==> src/rtl/useq_pkg.sv <==
package useq_pkg;
  localparam int IQ_W  = 16;
  localparam int UI_W  = 24;
  localparam int NFLAG = 4;
  localparam int TGT_W = 10;

  typedef enum logic [2:0] {
    SQ_NEXT  = 3'd0,
    SQ_JUMP  = 3'd1,
    SQ_JFLAG = 3'd2,
    SQ_SETF  = 3'd3,
    SQ_END   = 3'd4
  } sq_op_e;

  typedef struct packed {
    logic [2:0]       op;
    logic [1:0]       sel;
    logic             val;
    logic [TGT_W-1:0] tgt;
  } seq_t;

  typedef enum logic {ST_DECODE = 1'b0, ST_RUN = 1'b1} st_e;

  function automatic seq_t mk_seq(sq_op_e op, logic [1:0] sel, logic val,
                                  logic [TGT_W-1:0] tgt);
    seq_t s;
    s.op  = op;
    s.sel = sel;
    s.val = val;
    s.tgt = tgt;
    return s;
  endfunction
endpackage

==> src/rtl/useq_start_dec.sv <==
module useq_start_dec
  import useq_pkg::*;
(
  input  logic [IQ_W-1:0]  word,
  output logic [UI_W-1:0]  uinstr,
  output seq_t             seq,
  output logic [NFLAG-1:0] init_flags
);
  logic [3:0] key;
  assign key    = word[IQ_W-1:IQ_W-4];
  assign uinstr = {4'hA, key, word};

  // starting entries: one per opcode nibble, several words share each
  always_comb begin
    unique case (key)
      4'h1:    seq = mk_seq(SQ_JUMP,  2'd0, 1'b0, 10'h010);
      4'h2:    seq = mk_seq(SQ_JFLAG, 2'd0, 1'b1, 10'h020);
      4'h3:    seq = mk_seq(SQ_NEXT,  2'd0, 1'b0, 10'h000);
      4'h4:    seq = '{op: 3'd7, sel: 2'd0, val: 1'b0, tgt: '0};
      default: seq = mk_seq(SQ_END,   2'd0, 1'b0, 10'h000);
    endcase
  end

  // flag decode: low nibble tells apart words sharing an entry
  always_comb begin
    if (key == 4'h0) init_flags = '0;
    else             init_flags = word[NFLAG-1:0];
  end
endmodule

==> src/rtl/useq_cstore.sv <==
module useq_cstore
  import useq_pkg::*;
#(
  parameter int ADDR_W = 6
) (
  input  logic [ADDR_W-1:0] addr,
  output logic [UI_W-1:0]   uinstr,
  output seq_t              seq
);
  localparam int PAD_W = UI_W - 8 - ADDR_W;

  assign uinstr = {8'hC0, {PAD_W{1'b0}}, addr};

  always_comb begin
    case (int'(addr))
      1:       seq = mk_seq(SQ_SETF,  2'd2, 1'b1, 10'h000);
      2:       seq = mk_seq(SQ_JFLAG, 2'd2, 1'b1, 10'h018);
      16:      seq = mk_seq(SQ_NEXT,  2'd0, 1'b0, 10'h000);
      24:      seq = mk_seq(SQ_JFLAG, 2'd1, 1'b0, 10'h011);
      32:      seq = mk_seq(SQ_SETF,  2'd3, 1'b0, 10'h000);
      default: seq = mk_seq(SQ_END,   2'd0, 1'b0, 10'h000);
    endcase
  end
endmodule

==> src/rtl/useq_next_addr.sv <==
module useq_next_addr
  import useq_pkg::*;
#(
  parameter int ADDR_W = 6
) (
  input  seq_t              seq,
  input  logic [ADDR_W-1:0] pc,
  input  logic [NFLAG-1:0]  flags_in,
  output logic [ADDR_W-1:0] next_pc,
  output logic              to_decode,
  output logic              set_en,
  output logic [1:0]        set_sel,
  output logic              set_val
);
  logic [ADDR_W-1:0] tgt;
  logic [ADDR_W-1:0] inc;
  assign tgt     = seq.tgt[ADDR_W-1:0];
  assign inc     = pc + 1'b1;
  assign set_sel = seq.sel;
  assign set_val = seq.val;

  always_comb begin
    next_pc   = inc;
    to_decode = 1'b0;
    set_en    = 1'b0;
    case (seq.op)
      SQ_NEXT:  next_pc = inc;
      SQ_JUMP:  next_pc = tgt;
      SQ_JFLAG: if (flags_in[seq.sel] == seq.val) next_pc = tgt;
      SQ_SETF:  set_en = 1'b1;
      default:  begin
        to_decode = 1'b1;
        next_pc   = '0;
      end
    endcase
  end
endmodule

==> src/rtl/useq_flags.sv <==
module useq_flags
  import useq_pkg::*;
(
  input  logic             clk,
  input  logic             rst_n,
  input  logic             load,
  input  logic [NFLAG-1:0] load_val,
  input  logic             set_en,
  input  logic [1:0]       set_sel,
  input  logic             set_val,
  output logic [NFLAG-1:0] flags
);
  logic [NFLAG-1:0] flags_nxt;

  always_comb begin
    flags_nxt = load ? load_val : flags;
    if (set_en) flags_nxt[set_sel] = set_val;
  end

  always_ff @(posedge clk or negedge rst_n) begin
    if (!rst_n) flags <= '0;
    else        flags <= flags_nxt;
  end

  // outside a decode load, at most one flag moves per cycle
  a_r8_single_flag_write: assert property (@(posedge clk) disable iff (!rst_n)
    !load |=> $countones(flags ^ $past(flags)) <= 1);

  // a set writes the requested value into the selected flag
  a_r8_set_value: assert property (@(posedge clk) disable iff (!rst_n)
    (set_en && !load) |=> flags[$past(set_sel)] == $past(set_val));
endmodule

==> src/rtl/microseq_top.sv <==
module microseq_top
  import useq_pkg::*;
#(
  parameter int ADDR_W = 6
) (
  input  logic              clk,
  input  logic              rst_n,
  input  logic [15:0]       iq_word,
  input  logic              iq_valid,
  output logic              iq_ready,
  output logic [23:0]       uop_data,
  output logic              uop_valid,
  input  logic              uop_ready,
  output logic [ADDR_W-1:0] uaddr,
  output logic [3:0]        flags
);
  st_e               state;
  logic [ADDR_W-1:0] pc;
  logic              in_dec;
  logic              beat;

  logic [UI_W-1:0]   sd_uinstr, cs_uinstr;
  seq_t              sd_seq, cs_seq, cur_seq;
  logic [NFLAG-1:0]  sd_flags, test_flags;
  logic [ADDR_W-1:0] base_pc, next_pc;
  logic              to_decode, set_en, set_val;
  logic [1:0]        set_sel;

  useq_start_dec u_start (
    .word(iq_word), .uinstr(sd_uinstr), .seq(sd_seq), .init_flags(sd_flags)
  );

  useq_cstore #(.ADDR_W(ADDR_W)) u_cstore (
    .addr(pc), .uinstr(cs_uinstr), .seq(cs_seq)
  );

  assign in_dec     = (state == ST_DECODE);
  assign cur_seq    = in_dec ? sd_seq : cs_seq;
  assign base_pc    = in_dec ? '0 : pc;
  assign test_flags = in_dec ? sd_flags : flags;

  useq_next_addr #(.ADDR_W(ADDR_W)) u_next (
    .seq(cur_seq), .pc(base_pc), .flags_in(test_flags),
    .next_pc(next_pc), .to_decode(to_decode),
    .set_en(set_en), .set_sel(set_sel), .set_val(set_val)
  );

  assign uop_valid = in_dec ? iq_valid : 1'b1;
  assign uop_data  = in_dec ? sd_uinstr : cs_uinstr;
  assign iq_ready  = in_dec && uop_ready;
  assign beat      = uop_valid && uop_ready;
  assign uaddr     = pc;

  useq_flags u_flags (
    .clk(clk), .rst_n(rst_n),
    .load(beat && in_dec), .load_val(sd_flags),
    .set_en(beat && set_en), .set_sel(set_sel), .set_val(set_val),
    .flags(flags)
  );

  always_ff @(posedge clk or negedge rst_n) begin
    if (!rst_n) begin
      state <= ST_DECODE;
      pc    <= '0;
    end else if (beat) begin
      if (to_decode) begin
        state <= ST_DECODE;
        pc    <= '0;
      end else begin
        state <= ST_RUN;
        pc    <= next_pc;
      end
    end
  end

  // empty queue in decode issues nothing
  a_r2_idle_no_uop: assert property (@(posedge clk) disable iff (!rst_n)
    (in_dec && !iq_valid) |-> !uop_valid);

  // a pop coincides with an accepted starting microinstruction
  a_r3_pop_with_beat: assert property (@(posedge clk) disable iff (!rst_n)
    (iq_valid && iq_ready) |-> (beat && uop_data[23:20] == 4'hA));

  // a stalled beat is held unchanged
  a_r10_hold: assert property (@(posedge clk) disable iff (!rst_n)
    (uop_valid && !uop_ready) |=> (uop_valid && $stable(uop_data) && $stable(uaddr)));

  // an accepted end lands back at address zero
  a_r9_end_to_zero: assert property (@(posedge clk) disable iff (!rst_n)
    (beat && to_decode) |=> (uaddr == '0));

  // control store beats carry their own address
  a_r12_addr_tag: assert property (@(posedge clk) disable iff (!rst_n)
    !in_dec |-> (uop_data[ADDR_W-1:0] == uaddr && uop_data[23:16] == 8'hC0));
endmodule

==> config.mk <==
export PLATFORM = sky130hd
export DESIGN_NAME = microseq_top
export DESIGN_NICKNAME = d
export VERILOG_FILES = /design/src/rtl/useq_pkg.sv /design/src/rtl/useq_start_dec.sv /design/src/rtl/useq_cstore.sv /design/src/rtl/useq_next_addr.sv /design/src/rtl/useq_flags.sv /design/src/rtl/microseq_top.sv
export SDC_FILE = /design/constraint.sdc
export NUM_CORES = 1
export LEC_CHECK = 0
export BUFFER_PORTS_ARGS = -buffer_cell sky130_fd_sc_hd__clkbuf_2
export CAP_MARGIN = 20
export CORE_MARGIN = 5
export CORE_UTILIZATION = 51
export CTS_CLUSTER_DIAMETER = 150
export DETAILED_ROUTE_END_ITERATION = 7
export GPL_ROUTABILITY_DRIVEN = 1
export PLACE_DENSITY_LB_ADDON = 0.2
export SYNTH_ARGS = -nofsm -noshare
export SYNTH_HDL_FRONTEND = slang
export SYNTH_SLANG_ARGS = --single-unit
==> constraint.sdc <==
create_clock -name clk -period 4.6 [get_ports clk]
set_clock_uncertainty 0.1 [all_clocks]
set_input_delay 0.23 -clock clk [delete_from_list [all_inputs] [get_ports clk]]
set_output_delay 0.23 -clock clk [all_outputs]
set_load 0.01 [all_outputs]
==> metrics.md <==
| Metric | Value |
|---|---|
| Final-stage net count | 217 |
| Setup violations, final | 0 |
| Routed Antenna Nets | 0 |
| Drc violations | 0 |
| Hold Slack | 0.0794 ns |
| Tot GR Track Use | 24.9% |
| Distinct cells, synth | 56 |
| Share of cells above drive strength 1 | 37.9% |
| Commonest register cell after synthesis | dfrtp_1 |
| Die footprint | 3560 um^2 |
| CTS tree | done |
| Syn Area/Cell | 8.17 um^2 |
| DRT Wirelength | 3920 um |
| Area Overhead vs Synth | 18.2% |
| N_diodes | 0 |
| Pre-Repair DR Iteration Count | 4 |
| Synthesis Warnings | 0 |
| Core area | 2410 um^2 |
| Seq/Total Area, Yosys | 21.9% |
| Yosys top cell area share | 21.9% |
| Worst setup margin | 2.07 ns |
| Post-layout util | 61.7% |
| Leakage | 0.701 nW |
| First-pass GRT wire length | 6680 um |
| Initial antenna violation count | 0 |
| WP data arrival | 2.60 ns |
| PD cells | 391 nW/um^2 |
| EDFF count, synth | 0 |
| Die span in y | 59.7 um |
| DP Worst Slack | 2.11 ns |
| Clock sink count | 11 |
| HPWL Detailed | 3060 um |
| Crit-path cells | or3_1 -> or3_1 -> a32oi_2 -> o21ai_1 -> a21oi_2 -> o211ai_1 |
| Critical-path maximum fanout | 15 |
| Syn Std Cell Area | 1260 um^2 |
| CP max-delay cell | dfrtp_1 |
| Postcts setup bufs | 0 |
| Crit-path max cell delay | 0.57 ns |
| Reg clk slew, reported paths | 0.08 ns |
| DR iter-0 viols | 90 |
| CP required | 4.66 ns |
| Net Count, Synth | 175 |
| Critical path class | flip-flop to flip-flop |
| Clk_lat worst skew | 0.29 ns |
| Slew HR | 64.5% |
| Max Freq | 395 MHz |
| Max IR drop VDD | 253 uV |
| Htree depth | 1 |
| Max Cap Violations | 0 |
| Most frequent cells in the layout | clkbuf_2 (53), nand2_1 (13), nor2b_1 (12) |
| Post-layout min period | 2.53 ns |
| Worst Hold Class | input port to flip-flop |
| CP most frequent cell | or3_1 |
| Synth Instances | 154 |
| RePlAce Congestion | 0.953 |
| Outcome | completed |
| Filler cells | 234 |
| TNS Setup | 0 ns |
| Clock buffer depth | 2 |
| Drt wl/cell | 17.4 um |
| GRT Residual Overflow | 0 |
| CP Launch Type | flip-flop |
| Die Wd | 59.7 um |
| Post-synth top area cell | dfrtp_1 |
| CTS buffer count | 3 |
| I/O pin count | 56 |
| CP Capture Type | flip-flop |
| Slew Viols, Final | 0 |
| IO buf count | 53 |
| Fin crit share | 55.1% |
| Largest net degree at the start of global routing | 19 |
| Initial Util | 52.2% |
| Row cnt | 18 |
| Worst Tran Pin Value | 0.533 ns |
| Vias | 1,342 |
| Most common cell after layout, fill and taps aside | clkbuf_2 |
| RSZ-0062 raised after global routing | false |
| Vias in the first global route | 1,336 |
| Top area cells in the synthesized netlist | dfrtp_1 (22%), nor2b_1 (6.0%), buf_4 (4.8%) |
| Asr flop ratio synth | 100% |
| Root buffer cell | clkbuf_4 |
| Fin. Hold Viols | 0 |
| Yosys reg bits | 11 |
| Routed vias/inst | 5.96 |
==> power breakdown <==
| group | total [mW] | switching, mW | internal (mW) |
|---|---|---|---|
| combinational | 0.340 | 0.184 | 0.156 |
| clock | 0.0728 | 0.0391 | 0.0337 |
| sequential | 0.169 | 0.0539 | 0.115 |
==> cells in the mapped netlist, types with 3 or more instances <==
library cell / number
xor2_1: 3
inv_1: 3
nor2b_1: 12
nor2_1: 8
nand2_1: 13
or3_1: 5
xnor2_1: 5
o21ai_0: 7
a22oi_1: 5
a21oi_1: 4
and2_1: 3
dfrtp_1: 11
o211ai_1: 3
buf_4: 8
buf_2: 4
nor3_1: 3
mux2_2: 5
==> critical path: cells and delay by family (launching register included) <==
kind / cells / cell delay [ns]
DFF: 1 / 0.57
and+or+nand+nor: 2 / 0.92
AOI/OAI and AO/OA: 4 / 0.83
==> layout make-up <==
type / instances / area [um^2] / area share, %
Timing Repair Buffer: 55 / 283 / 19.0
Clock buffer: 4 / 26.3 / 1.77
Inverter: 3 / 11.3 / 0.757
Multi-Input combinational cell: 122 / 855 / 57.4
Tap cell: 30 / 37.5 / 2.52
Sequential cell: 11 / 275 / 18.5
==> per-layer routing <==
| layer | vias up | share of wire (%) | GRT usage [%] | wire length, um |
|---|---|---|---|---|
| met1 | 627 | 42 | 32.9 | 1640 |
| met3 | 13 | 7.2 | 3.46 | 281 |
| met2 | 60 | 48 | 40.0 | 1890 |
| li1 | 642 | - | - | - |
| met4 | 0 | 2.7 | 11.1 | 105 |
| met5 | - | 0 | 0 | 0 |
==> logic make-up (layout without fill, tap and decap cells) <==
family | Yosys count | after routing | synth area share, %
adder cells (fa/ha/maj) | 1 | 1 | 0.994
AND/OR/NAND/NOR | 63 | 63 | 30.4
AO/OA/AOI/OAI | 43 | 43 | 25.8
buffers and inverters | 21 | 62 | 10.2
flip-flops | 11 | 11 | 21.9
other | 2 | 2 | 0.597
XOR/XNOR | 8 | 8 | 5.57
multiplexers | 5 | 5 | 4.47
==> stage by stage <==
| step | std cells | cell area, um^2 | power [mW] |
|---|---|---|---|
| finish | 225 | 1490 | 0.581 |
| global placement | 220 | 1450 | 0.500 |
| detailed placement | 220 | 1450 | 0.505 |
| global route | 225 | 1490 | 0.627 |
| CTS | 225 | 1490 | 0.578 |
| floorplan | 154 | 1260 | 0.415 |
==> sequential cells by signal, indices dropped and copies added, names as in the netlist <==
signal / count
uaddr: 6
u_flags.flags: 4
state: 1
==> final timing paths <==
| path | start | end | slack (ns) | cells after the start |
|---|---|---|---|---|
| max | uaddr[4] | uaddr[0] | 2.07 | 6 |
| min | iq_word[0] | u_flags.flags[0] | 0.08 | 2 |
| max reg2reg | uaddr[4] | uaddr[0] | 2.07 | 6 |
| min reg2reg | u_flags.flags[0] | u_flags.flags[0] | 0.47 | 1 |
| max in group asynchronous | rst_n | uaddr[2] | 3.89 | 2 |
| min in group asynchronous | rst_n | u_flags.flags[1] | 0.26 | 2 |
==> timing repair <==
item,in CTS,in global routing
setup endpoints to repair,0,0
hold endpoints to repair,11,0
hold buffers,1,0
gates resized for setup,0,0
Power figures use the tool's default switching activity.
